[src/rtl/nrm_pkg.sv]
package nrm_pkg;
  typedef enum logic [1:0] {
    RA_TRUNC = 2'd0,
    RA_UP    = 2'd1,
    RA_TIE   = 2'd2
  } round_act_t;
endpackage

[src/rtl/nrm_shift.sv]
module nrm_shift #(
  parameter int SIG_W = 4,
  parameter int EXP_W = 8
) (
  input  logic [SIG_W+3:0] x_sig,
  input  logic [EXP_W-1:0] x_exp,
  output logic [SIG_W+2:0] n_sig,
  output logic [EXP_W-1:0] n_exp
);
  localparam int TOP = SIG_W + 3;
  localparam int LZW = $clog2(SIG_W + 4);

  logic [LZW-1:0] lz;
  logic           found;

  always_comb begin
    lz    = '0;
    found = 1'b0;
    for (int i = TOP - 1; i >= 0; i--) begin
      if (!found && x_sig[i]) begin
        lz    = LZW'(TOP - 1 - i);
        found = 1'b1;
      end
    end
  end

  always_comb begin
    if (x_sig == '0) begin
      n_sig = '0;
      n_exp = '0;
    end else if (x_sig[TOP]) begin
      n_sig = {x_sig[TOP:2], |x_sig[1:0]};
      n_exp = x_exp + EXP_W'(1);
    end else begin
      n_sig = x_sig[TOP-1:0] << lz;
      n_exp = x_exp - EXP_W'(lz);
    end
  end

  // any nonzero input leaves the shifter with its integer bit set
  always_comb begin
    if (x_sig != '0) begin
      assert_norm_lead_R4: assert (n_sig[SIG_W+2]);
    end
  end
endmodule

[src/rtl/nrm_rne.sv]
module nrm_rne #(
  parameter int SIG_W = 4,
  parameter int EXP_W = 8
) (
  input  logic [SIG_W+2:0] n_sig,
  input  logic [EXP_W-1:0] n_exp,
  output logic [SIG_W-1:0] r_sig,
  output logic [EXP_W-1:0] r_exp
);
  import nrm_pkg::*;

  logic [SIG_W-1:0] keep;
  logic             g_bit, r_bit, s_bit, inc;
  logic [SIG_W:0]   sum;
  round_act_t       act;

  assign keep  = n_sig[SIG_W+2:3];
  assign g_bit = n_sig[2];
  assign r_bit = n_sig[1];
  assign s_bit = n_sig[0];

  always_comb begin
    if (!g_bit)              act = RA_TRUNC;
    else if (r_bit || s_bit) act = RA_UP;
    else                     act = RA_TIE;
  end

  assign inc = (act == RA_UP) || ((act == RA_TIE) && keep[0]);
  assign sum = {1'b0, keep} + {{SIG_W{1'b0}}, inc};

  always_comb begin
    if (sum[SIG_W]) begin
      r_sig = sum[SIG_W:1];
      r_exp = n_exp + EXP_W'(1);
    end else begin
      r_sig = sum[SIG_W-1:0];
      r_exp = n_exp;
    end
  end

  // a clear guard bit never alters the kept significand
  always_comb begin
    if (!g_bit) begin
      assert_trunc_keeps_R5: assert (r_sig == keep && r_exp == n_exp);
    end
  end
endmodule

[src/rtl/nrm_round_unit.sv]
module nrm_round_unit #(
  parameter int SIG_W   = 4,
  parameter int EXP_W   = 8,
  parameter bit OUT_REG = 1'b1
) (
  input  logic             clk,
  input  logic             rst_n,
  input  logic             en,
  input  logic [SIG_W+3:0] raw_sig,
  input  logic [EXP_W-1:0] raw_exp,
  output logic [SIG_W-1:0] res_sig,
  output logic [EXP_W-1:0] res_exp
);
  logic [SIG_W+2:0] n_sig;
  logic [EXP_W-1:0] n_exp;
  logic [SIG_W-1:0] c_sig;
  logic [EXP_W-1:0] c_exp;

  nrm_shift #(.SIG_W(SIG_W), .EXP_W(EXP_W)) u_shift (
    .x_sig(raw_sig), .x_exp(raw_exp), .n_sig(n_sig), .n_exp(n_exp)
  );

  nrm_rne #(.SIG_W(SIG_W), .EXP_W(EXP_W)) u_rne (
    .n_sig(n_sig), .n_exp(n_exp), .r_sig(c_sig), .r_exp(c_exp)
  );

  generate
    if (OUT_REG) begin : g_reg
      logic [SIG_W-1:0] sig_q, sig_d;
      logic [EXP_W-1:0] exp_q, exp_d;

      always_comb begin
        sig_d = sig_q;
        exp_d = exp_q;
        if (en) begin
          sig_d = c_sig;
          exp_d = c_exp;
        end
      end

      always_ff @(posedge clk or negedge rst_n) begin
        if (!rst_n) begin
          sig_q <= '0;
          exp_q <= '0;
        end else begin
          sig_q <= sig_d;
          exp_q <= exp_d;
        end
      end

      assign res_sig = sig_q;
      assign res_exp = exp_q;

      assert_zero_in_R2: assert property (@(posedge clk) disable iff (!rst_n)
        (en && raw_sig == '0) |=> (res_sig == '0 && res_exp == '0));
      assert_carry_exp_R3: assert property (@(posedge clk) disable iff (!rst_n)
        (en && raw_sig[SIG_W+3]) |=>
          (res_exp == $past(raw_exp) + EXP_W'(1) || res_exp == $past(raw_exp) + EXP_W'(2)));
      assert_lead_one_R10: assert property (@(posedge clk) disable iff (!rst_n)
        (res_sig == '0) || res_sig[SIG_W-1]);
      assert_hold_R11: assert property (@(posedge clk) disable iff (!rst_n)
        !en |=> ($stable(res_sig) && $stable(res_exp)));
    end else begin : g_comb
      assign res_sig = c_sig;
      assign res_exp = c_exp;
    end
  endgenerate
endmodule

[config.mk]
export PLATFORM = sky130hd
export DESIGN_NAME = nrm_round_unit
export DESIGN_NICKNAME = d
export VERILOG_FILES = /design/src/rtl/nrm_pkg.sv /design/src/rtl/nrm_shift.sv /design/src/rtl/nrm_rne.sv /design/src/rtl/nrm_round_unit.sv
export SDC_FILE = /design/constraint.sdc
export NUM_CORES = 1
export LEC_CHECK = 0
export ABC_CLOCK_PERIOD_IN_PS = 860
export BUFFER_PORTS_ARGS = -buffer_cell sky130_fd_sc_hd__buf_2
export CORE_ASPECT_RATIO = 1.5
export CORE_MARGIN = 4
export CORE_UTILIZATION = 35
export CTS_BUF_LIST = sky130_fd_sc_hd__clkbuf_4
export CTS_CLUSTER_SIZE = 10
export DETAILED_ROUTE_END_ITERATION = 16
export GPL_ROUTABILITY_DRIVEN = 0
export PLACE_DENSITY = 0.64
export SETUP_SLACK_MARGIN = 0.4
export SLEW_MARGIN = 20
export SYNTH_ARGS = -nofsm -noshare
export SYNTH_HDL_FRONTEND = slang
export SYNTH_SLANG_ARGS = --single-unit
[constraint.sdc]
create_clock -name clk -period 0.86 [get_ports clk]
set_input_delay 0.086 -clock clk [delete_from_list [all_inputs] [get_ports clk]]
set_output_delay 0.086 -clock clk [all_outputs]
set_load 0.01 [all_outputs]
==> impl_metrics.ini <==
[floorplan]
die_area_um2 = 5154
start_util_pct = 36.13
design.core.area_um2 = 3924
dieHeight_um = 85.95
rows = 28
fp.dieW_um = 59.97
ios = 31

[job]
maxCapViolCount = 0

[placed_design]
portBuffers = 30
hpwl_um = 3128
place_inst = 290

[yosys]
ys_seq_area_share_pct = 21.18
synth_common_cells = 24 x nor2_1, 17 x a21oi_1, 16 x o21ai_0, 15 x nand2_1
yosys_warnings = 0
yosysMostFrequentCell = nor2_1
ys.flop_type = dfrtp_1
synth.avg_cell_area_um2 = 7.876
syn-num-nets = 212
synth-edff-count = 0
synth-seq-cells = 12
synth_cell_types = 47
synth_top_area_cell = dfrtp_1
synth.top_cell.area_share_pct = 21.18
yosys-top-cells-area = dfrtp_1 21%, ha_1 11%, nor2_1 6.4%
synthArstFlopShare_pct = 100.0
synth_area_um2 = 1418
synth_cells = 180

[drt]
via_per_inst = 5.218
avgRoutedWirePerCell_um = 13.74
drt-total-wl_um = 4217
dr_total_vias = 1602
first_pass_iters = 4
drc = 0
antenna_left = 0
drt_iter0_drc = 48

[sta]
fmax_ghz = 0.4076
setup_viol_count_final = 21
fin_ws_ns = -1.593
final.period_utilization_pct = 285.3
rsz0062_at_grt = yes
fin_crit_ns = 2.453
tns_ns = -18.36
fin_skew_ns = 0
slew_violations = 0
tightest_slew_ns = 0.4899
fin_hold_ws_ns = 0.1327
slew_headroom_pct = 67.28
hold_viol = 0

[worst_setup_path]
critPathKind = input port to flop
r2r-start = res_exp[2]$_DFFE_PN0P_
rrSetupSlack_ns = 0.09
worstPathMaxFanout = 5
r2r_cells = 3
endpoint_kind = flop
required_ns = 1.01
arrival_ns = 2.60
critPathLaunchType = input port
timing.rr.end = res_exp[2]$_DFFE_PN0P_

[cts]
clock_sinks = 12
cts_tree = built
clk_latency_ns = 0.26
clk_pin_slew_ns = 0.07
clockBufferDepth = 2
cts-buffers-inserted = 3
cts_root_buf = clkbuf_4
htree_levels = 1

[final_layout]
fillers = 355
instances_no_fill = 307
n_antenna_cell = 0
layout.nets = 295
multi_input_area_um2 = 1338
seq_area_um2 = 300.3
drive_above_1_share_pct = 54.58
syn_to_final_growth_pct = 69.46

[worst_hold_path]
hold_start = en
hold_class = input port to flop
whs_endpoint = res_sig[2]$_DFFE_PN0P_
worstHoldPathCells = 2

[global_route]
overflow = 0
grt_pass1_wl_um = 6755
grt_max_degree = 23
gr-usage-all-layers_pct = 16.49
grt_pass1_vias = 1591
grt_util_met3_pct = 1.054
grtUsageMet2_pct = 31.00
grt-busiest-layer = met2
met1_usage_pct = 18.32
antenna_found_initial = 0

[outcome]
status = finished with violations
violations = setup timing

[pwr]
leakagePower_nw = 1.115
power_density_nw_per_um2 = 1153
peakVddDrop_v = 0.001177
power_mw = 2.770
[placed cells by master (no fill, tap or decap), types with 2 or more instances in the layout]
| cell | Yosys | layout |
|---|---|---|
| a21o_1 | 3 | 3 |
| a21oi_1 | 17 | 11 |
| a21oi_2 | 0 | 6 |
| buf_12 | 0 | 2 |
| buf_2 | 2 | 25 |
| buf_4 | 0 | 51 |
| buf_6 | 1 | 8 |
| clkbuf_4 | 0 | 3 |
| dfrtp_1 | 12 | 12 |
| ha_1 | 12 | 5 |
| ha_4 | 0 | 6 |
| inv_1 | 9 | 9 |
| mux2_4 | 0 | 2 |
| mux2i_1 | 3 | 3 |
| nand2_1 | 15 | 11 |
| nand2_2 | 0 | 3 |
| nand2b_4 | 0 | 3 |
| nand3_1 | 3 | 2 |
| nand4_1 | 2 | 2 |
| nor2_1 | 24 | 20 |
| nor2_2 | 0 | 4 |
| nor2b_1 | 7 | 5 |
| nor2b_4 | 0 | 2 |
| nor3_2 | 1 | 2 |
| o21ai_0 | 16 | 9 |
| o21ai_1 | 0 | 4 |
| o21ai_2 | 0 | 3 |
| o311ai_4 | 0 | 2 |
| or3_4 | 0 | 2 |
| xnor2_1 | 7 | 5 |
| xnor2_2 | 0 | 2 |
| xor2_1 | 4 | 4 |
[report_power, final]
| group | switching (mW) | internal (mW) |
|---|---|---|
| Clock | 0.170 | 0.167 |
| Combinational | 0.799 | 0.909 |
| Sequential | 0.0563 | 0.669 |
| Total | 1.02 | 1.75 |
[per-stage QoR]
step | setup slack, ns | area (µm²) | utilization (%)
final | -1.593 | 2402 | 61.22
after CTS | -1.553 | 2328 | 59.34
after global placement | -1.982 | 2018 | 51.43
after detailed placement | -1.989 | 2018 | 51.43
after floorplan | -1.839 | 1523 | -
after global routing | -1.669 | 2402 | 61.22
[sequential cells by signal, summed over array words and instances (netlist names)]
register and cells:
res_sig 4, res_exp 8
[worst max-delay path, stage by stage]
cell	delay, ns
buf_12	0.11
nand2b_4	0.13
a211o_4	0.35
ha_4	0.17
ha_4	0.20
nor2b_4	0.12
ha_4	0.16
a21o_1	0.16
a21oi_2	0.17
a21oi_2	0.08
or3_4	0.32
mux2_4	0.29
xnor2_2	0.18
a21oi_2	0.07
[how the worst max path moves through the flow]
| stage | start | to | slack, ns | depth (start not counted) |
|---|---|---|---|---|
| after floorplan | raw_sig[2] | res_exp[7]$_DFFE_PN0P_ | -1.84 | 14 |
| after global placement | raw_sig[2] | res_exp[7]$_DFFE_PN0P_ | -1.98 | 14 |
| after detailed placement | raw_sig[2] | res_exp[7]$_DFFE_PN0P_ | -1.99 | 14 |
| after CTS | raw_sig[2] | res_exp[7]$_DFFE_PN0P_ | -1.55 | 14 |
| after global routing | raw_sig[1] | res_exp[7]$_DFFE_PN0P_ | -1.67 | 12 |
| final | raw_sig[2] | res_exp[7]$_DFFE_PN0P_ | -1.59 | 14 |
[cells by family (layout without fill, tap and decap cells)]
group,count (synthesis),after routing,share of synthesized area (%)
mux,6,6,4.501
buf+inv,18,100,5.472
compound gates,53,53,24.80
fa+ha+maj,13,13,12.00
flops,12,12,21.18
xor+xnor,11,11,6.796
simple gates,67,67,25.24
[area by class of cell]
class	count	share of cell area (%)
Multi-Input combinational cell	150	55.68
Timing Repair Buffer	87	26.98
Sequential cell	12	12.50
Tap cell	45	2.344
Inverter	9	1.406
Clock buffer	3	0.9375
Clock inverter	1	0.1563
[metal layers]
layer,wire length [µm],up-vias
li1,-,806
met1,1698,757
met2,2323,33
met3,126,6
met4,69,0
met5,0,-
[timing repair]
action / CTS / global route
pin swaps: 27 / 9
endpoints found under the hold margin: 12 / 0
buffers inserted: 10 / 2
cloned: 0 / 0
hold buffers: 1 / 0
resized for setup: 43 / 13
setup endpoints to repair: 24 / 24
Note: power is estimated with default switching activity, not from simulation.
